File: config.mk
export PLATFORM = sky130hd
export DESIGN_NAME = serscan_port
export DESIGN_NICKNAME = d
export VERILOG_FILES = /design/src/rtl/serscan_pkg.sv /design/src/rtl/serscan_ctrl.sv /design/src/rtl/serscan_deser.sv /design/src/rtl/serscan_ser.sv /design/src/rtl/serscan_port.sv
export SDC_FILE = /design/constraint.sdc
export NUM_CORES = 1
export LEC_CHECK = 0
export BUFFER_PORTS_ARGS = -buffer_cell sky130_fd_sc_hd__buf_2
export CORE_MARGIN = 5
export CORE_UTILIZATION = 48
export DETAILED_ROUTE_END_ITERATION = 7
export PLACE_DENSITY_LB_ADDON = 0.2
export SLEW_MARGIN = 15
export SYNTH_ARGS = -nofsm -noshare
export SYNTH_HDL_FRONTEND = slang
export SYNTH_HIERARCHICAL = 1
export SYNTH_SLANG_ARGS = --single-unit
File: constraint.sdc
create_clock -name clk -period 5.03 [get_ports clk]
set_clock_uncertainty 0.15 [all_clocks]
set_input_delay 1.006 -clock clk [delete_from_list [all_inputs] [get_ports clk]]
set_output_delay 1.006 -clock clk [all_outputs]
set_load 0.005 [all_outputs]
File: src/rtl/serscan_pkg.sv
package serscan_pkg;

    typedef enum logic [1:0] {
        MD_FSCAN = 2'd0,
        MD_PAR   = 2'd1,
        MD_SER   = 2'd2
    } serscan_mode_e;

    typedef struct packed {
        logic scan;
        logic mask;
    } strobe_t;

    function automatic serscan_mode_e decode_mode(input logic en, input logic par);
        if (!en)
            return MD_FSCAN;
        else if (par)
            return MD_PAR;
        else
            return MD_SER;
    endfunction

endpackage

File: src/rtl/serscan_ctrl.sv
module serscan_ctrl
    import serscan_pkg::*;
#(
    parameter int SEG = 4
) (
    input  logic          clk,
    input  logic          rst,
    input  serscan_mode_e mode,
    input  logic          mask_mode,
    output logic          upd,
    output strobe_t       strobe
);
    localparam int CW = (SEG > 1) ? $clog2(SEG) : 1;
    localparam logic [CW-1:0] LAST = CW'(SEG - 1);

    logic [CW-1:0] cnt;
    strobe_t       strb_q;

    assign upd = (mode == MD_SER) && (cnt == LAST);

    always_ff @(posedge clk) begin
        if (rst) begin
            cnt    <= '0;
            strb_q <= '0;
        end else if (mode != MD_SER) begin
            cnt    <= '0;
            strb_q <= '0;
        end else begin
            cnt         <= upd ? '0 : cnt + CW'(1);
            strb_q.scan <= upd & ~mask_mode;
            strb_q.mask <= upd & mask_mode;
        end
    end

    always_comb begin
        case (mode)
            MD_PAR:  begin strobe.scan = ~mask_mode; strobe.mask = mask_mode; end
            MD_SER:  strobe = strb_q;
            default: strobe = '0;
        endcase
    end

endmodule

File: src/rtl/serscan_deser.sv
module serscan_deser
    import serscan_pkg::*;
#(
    parameter int N_BITS = 8,
    parameter int N_SER  = 2
) (
    input  logic              clk,
    input  logic              rst,
    input  serscan_mode_e     mode,
    input  logic              upd,
    input  logic [N_SER-1:0]  ser_in,
    output logic [N_BITS-1:0] hold
);
    localparam int SEG = N_BITS / N_SER;

    logic [N_BITS-1:0] sh;
    logic [N_BITS-1:0] sh_nxt;

    // each slice shifts toward its low end; the pin enters at the top
    for (genvar p = 0; p < N_SER; p++) begin : g_slice
        assign sh_nxt[p*SEG +: SEG] = {ser_in[p], sh[p*SEG+1 +: SEG-1]};
    end

    always_ff @(posedge clk) begin
        if (rst) begin
            sh   <= '0;
            hold <= '0;
        end else begin
            case (mode)
                MD_SER: begin
                    sh <= sh_nxt;
                    if (upd)
                        hold <= sh_nxt;
                end
                MD_FSCAN: {sh, hold} <= {ser_in[0], sh, hold[N_BITS-1:1]};
                default: ;
            endcase
        end
    end

endmodule

File: src/rtl/serscan_ser.sv
module serscan_ser
    import serscan_pkg::*;
#(
    parameter int N_BITS = 8,
    parameter int N_SER  = 2
) (
    input  logic              clk,
    input  logic              rst,
    input  serscan_mode_e     mode,
    input  logic              upd,
    input  logic              chain_in,
    input  logic [N_BITS-1:0] cmp_in,
    output logic [N_SER-1:0]  ser_out
);
    localparam int SEG = N_BITS / N_SER;

    logic [N_BITS-1:0] sr;
    logic [N_BITS-1:0] sr_nxt;

    for (genvar p = 0; p < N_SER; p++) begin : g_slice
        assign sr_nxt[p*SEG +: SEG] = {1'b0, sr[p*SEG+1 +: SEG-1]};
        assign ser_out[p]           = sr[p*SEG];
    end

    always_ff @(posedge clk) begin
        if (rst) begin
            sr <= '0;
        end else begin
            case (mode)
                MD_SER:   sr <= upd ? cmp_in : sr_nxt;
                MD_FSCAN: sr <= {chain_in, sr[N_BITS-1:1]};
                default: ;
            endcase
        end
    end

endmodule

File: src/rtl/serscan_port.sv
module serscan_port
    import serscan_pkg::*;
#(
    parameter int N_BITS = 8,
    parameter int N_SER  = 2
) (
    input  logic              clk,
    input  logic              rst,
    input  logic              iface_en,
    input  logic              par_sel,
    input  logic              mask_mode,
    input  logic [N_SER-1:0]  ser_in,
    input  logic [N_BITS-1:0] par_in,
    input  logic [N_BITS-1:0] cmp_in,
    output logic [N_BITS-1:0] dec_out,
    output logic [N_SER-1:0]  ser_out,
    output logic              upd_pulse,
    output logic              scan_clk_en,
    output logic              mask_clk_en
);
    localparam int SEG = N_BITS / N_SER;

    serscan_mode_e     mode;
    strobe_t           strobe;
    logic [N_BITS-1:0] hold;

    assign mode = decode_mode(iface_en, par_sel);

    serscan_ctrl #(.SEG(SEG)) u_ctrl (
        .clk       (clk),
        .rst       (rst),
        .mode      (mode),
        .mask_mode (mask_mode),
        .upd       (upd_pulse),
        .strobe    (strobe)
    );

    serscan_deser #(.N_BITS(N_BITS), .N_SER(N_SER)) u_deser (
        .clk    (clk),
        .rst    (rst),
        .mode   (mode),
        .upd    (upd_pulse),
        .ser_in (ser_in),
        .hold   (hold)
    );

    serscan_ser #(.N_BITS(N_BITS), .N_SER(N_SER)) u_ser (
        .clk      (clk),
        .rst      (rst),
        .mode     (mode),
        .upd      (upd_pulse),
        .chain_in (hold[0]),
        .cmp_in   (cmp_in),
        .ser_out  (ser_out)
    );

    assign dec_out     = (mode == MD_PAR) ? par_in : hold;
    assign scan_clk_en = strobe.scan;
    assign mask_clk_en = strobe.mask;

endmodule

==> results.md <==
- First-pass GRT wire length: ~4800 µm
- Reg area: 561 µm²
- Fin crit share: a little under 80%
- Yosys reg bits: 28
- Clk buf depth: 2
- Ant diodes: 0
- Routed WL: 2890 µm
- Highest Clock Rate: 251 MHz
- Initial core utilization: 48.5%
- IO Port Bufs: 35
- Worst Path Required: 3.87 ns
- DR vias: 1166
- Max stage delay on crit path: 0.59 ns
- Synthesized instance count: 146
- Hold Crit Start: u_ctrl/cnt[0]
- Synth-to-layout area growth: 12.7%
- H-tree levels: 1
- 1st-pass router iterations: 4
- Nets@finish: 203
- Setup TNS: 0 ns
- Initial DRC count: 74
- DR WL/cell: 13.8 µm
- Antenna violations before repair: 0
- Synth cell types: 31
- Final hold vios: 0
- CP max-delay cell: and2b_2
- Crit path max fanout: 31
- VDD IR-drop max: 0.175 mV
- Crit path DAT: 2.83 ns
- Commonest non-fill, non-tap cells in the layout: buf_2 (35), dfxtp_1 (28), mux2i_1 (12)
- Routability cong.: 0.724
- Core ar.: 0.00298 mm²
- CP endpoint kind: output port
- Die X: 64.9 µm
- Mapped Area: about 0.0014 mm²
- CP top delay family: simple AND/OR/NAND/NOR gates
- Tot Pwr: 0.419 mW
- Endpoint of the worst-slack reg-to-reg timing path: u_deser/hold[6]
- Layout cells sized above 1: between 30% and 40%
- Worst hold path class: flip-flop to flip-flop
- Worst reg-to-reg setup slack: 2.79 ns
- DP HPWL: approximately 2100 µm
- Post-cts resize count: 0
- Die ar.: 0.00421 mm²
- Hold WS: slightly above 0.3 ns
- Area of the multi-input gates: 786 µm²
- # IOs: 36
- Postcts setup bufs: 0
- Max-Cap Viols: 0
- Residual DRC count: 0
- Path depth of the worst reg2reg path: 5
- Unrepaired setup endpoints after global routing: no
- CTS tree: yes
- Leak pwr: 0.704 nW
- Slew @ Worst Pin: 0.699 ns
- Final min period: 3.98 ns
- Vias per Instance: 5.58
- Hold_buf cts: 0
- Critical path type: primary input to output port
- Num Clock Sinks: 28
- Yosys top cell by area: dfxtp_1
- Cell Pwr Density: 257 mW/mm²
- GR Util All Layers: 14.2%
- Largest net degree at the start of global routing: 32
- Total CTS buffers: 3
- Synthesized net count: between 150 and 200
- Synth warnings: 6
- Final Setup Violations: 0
- Yosys top cell area share: 38.8%
- Root buffer cell: clkbuf_4
- Fin. max-slew vios: 0
- Most common cell after layout, fill and taps aside: buf_2
- Worst Path Buf+Inv: 2
- Crit start category: primary input
- Seq/Total Area, Yosys: 38.8%
- Avg Inst Size Synth: 9.90 µm²
- Crit path from: par_sel
- Row count: 20
- Dominant cells by area after synthesis: dfxtp_1 (39%), mux2i_1 (8.3%), mux2_2 (7.8%)
- Worst path depth: 5
- Status: finished, final reports clean
- Post-route ant nets: 0
- Worst skew pair latency: 0.33 ns
- Rel. slew slack: 53.3%
- Clock Pin Slew Worst Setup and Hold Paths: about 0.15 ns
- Critical path cell sequence: buf_2, and2b_2, ha_1, and2_1, buf_2
- Most used cell, CP: buf_2
- Grt total ovfl: 0
- Fill count: 286
- Number of global-route vias before repair: 1071
- Chip Height: 64.9 µm
- FF-to-FF Start: u_ctrl/cnt[0]
- CP endpoint: upd_pulse
## where the power goes
| group | internal, mW | switching [mW] | leakage (nW) |
|---|---|---|---|
| Combinational | 0.0361 | 0.0338 | 0.454 |
| Clock | 0.0443 | 0.0637 | 0.0210 |
| Sequential | 0.233 | 0.00763 | 0.229 |
## metal layers
metal	vias up	track usage [%]	wire length (µm)
met1	557	17.1	1240
met5	-	0	0
met2	20	24.6	1500
met4	0	3.17	19
met3	2	4.51	137
li1	587	-	-
## area by class of cell
class,instances,share of cell area (%)
Inverter,8,1.84
Clock buffer,4,2.23
Timing Repair Buffer,35,10.8
Tap cell,33,2.53
Multi-Input combinational cell,101,48.2
Sequential cell,28,34.4
## stage by stage
step	util (%)	area [µm²]	setup slack (ns)	instances
after floorplan	-	1450	2.02	146
after global placement	53.5	1590	1.10	205
after detailed placement	53.5	1590	1.03	205
after CTS	54.7	1630	1.03	209
after global routing	54.7	1630	0.857	209
final	54.7	1630	1.05	209
## worst min path at each step
stage	depth (start not counted)	slack, ns	end
2_1_floorplan	1	0.27	u_ctrl/cnt[0]
3_3_place_gp	1	0.28	u_ctrl/cnt[0]
3_5_place_dp	1	0.29	u_ctrl/cnt[0]
4_1_cts	1	0.31	u_ctrl/cnt[0]
5_1_grt	1	0.33	u_ctrl/cnt[0]
6_report	1	0.31	u_ctrl/cnt[0]
## cell families (layout without fill, tap and decap cells)
logic type / count (synthesis) / in the layout / share of synthesized area (%)
compound gates: 34 / 34 / 18.2
fa+ha+maj: 3 / 3 / 2.60
buf+inv: 17 / 47 / 6.84
flops: 28 / 28 / 38.8
mux: 22 / 22 / 16.1
simple gates: 42 / 42 / 17.5
## flip-flops by register name, indices dropped and copies added (netlist names)
name	cells
u_deser/hold	8
u_deser/sh	8
u_ser/sr	8
u_ctrl/cnt	2
u_ctrl/strb_q	2
## cell usage after synthesis
| cell | count |
|---|---|
| nand2_1 | 5 |
| inv_2 | 1 |
| buf_1 | 1 |
| ha_1 | 3 |
| dfxtp_1 | 28 |
| buf_4 | 3 |
| inv_1 | 7 |
| and2_1 | 2 |
| and4bb_2 | 2 |
| a22oi_1 | 1 |
| a21oi_1 | 9 |
| o221a_1 | 2 |
| a311oi_1 | 8 |
| nand2b_1 | 3 |
| and4b_1 | 1 |
| a21bo_1 | 2 |
| a31oi_1 | 2 |
| buf_6 | 3 |
| a21bo_2 | 4 |
| nor4b_2 | 1 |
| nand2_4 | 1 |
| mux2i_1 | 12 |
| clkbuf_1 | 1 |
| nor2_1 | 9 |
| nand2b_2 | 1 |
| nor2b_1 | 8 |
| mux2_2 | 10 |
| a211oi_1 | 6 |
| and2b_2 | 1 |
| buf_2 | 1 |
| nand3_1 | 8 |
Power figures use the tool's default switching activity.
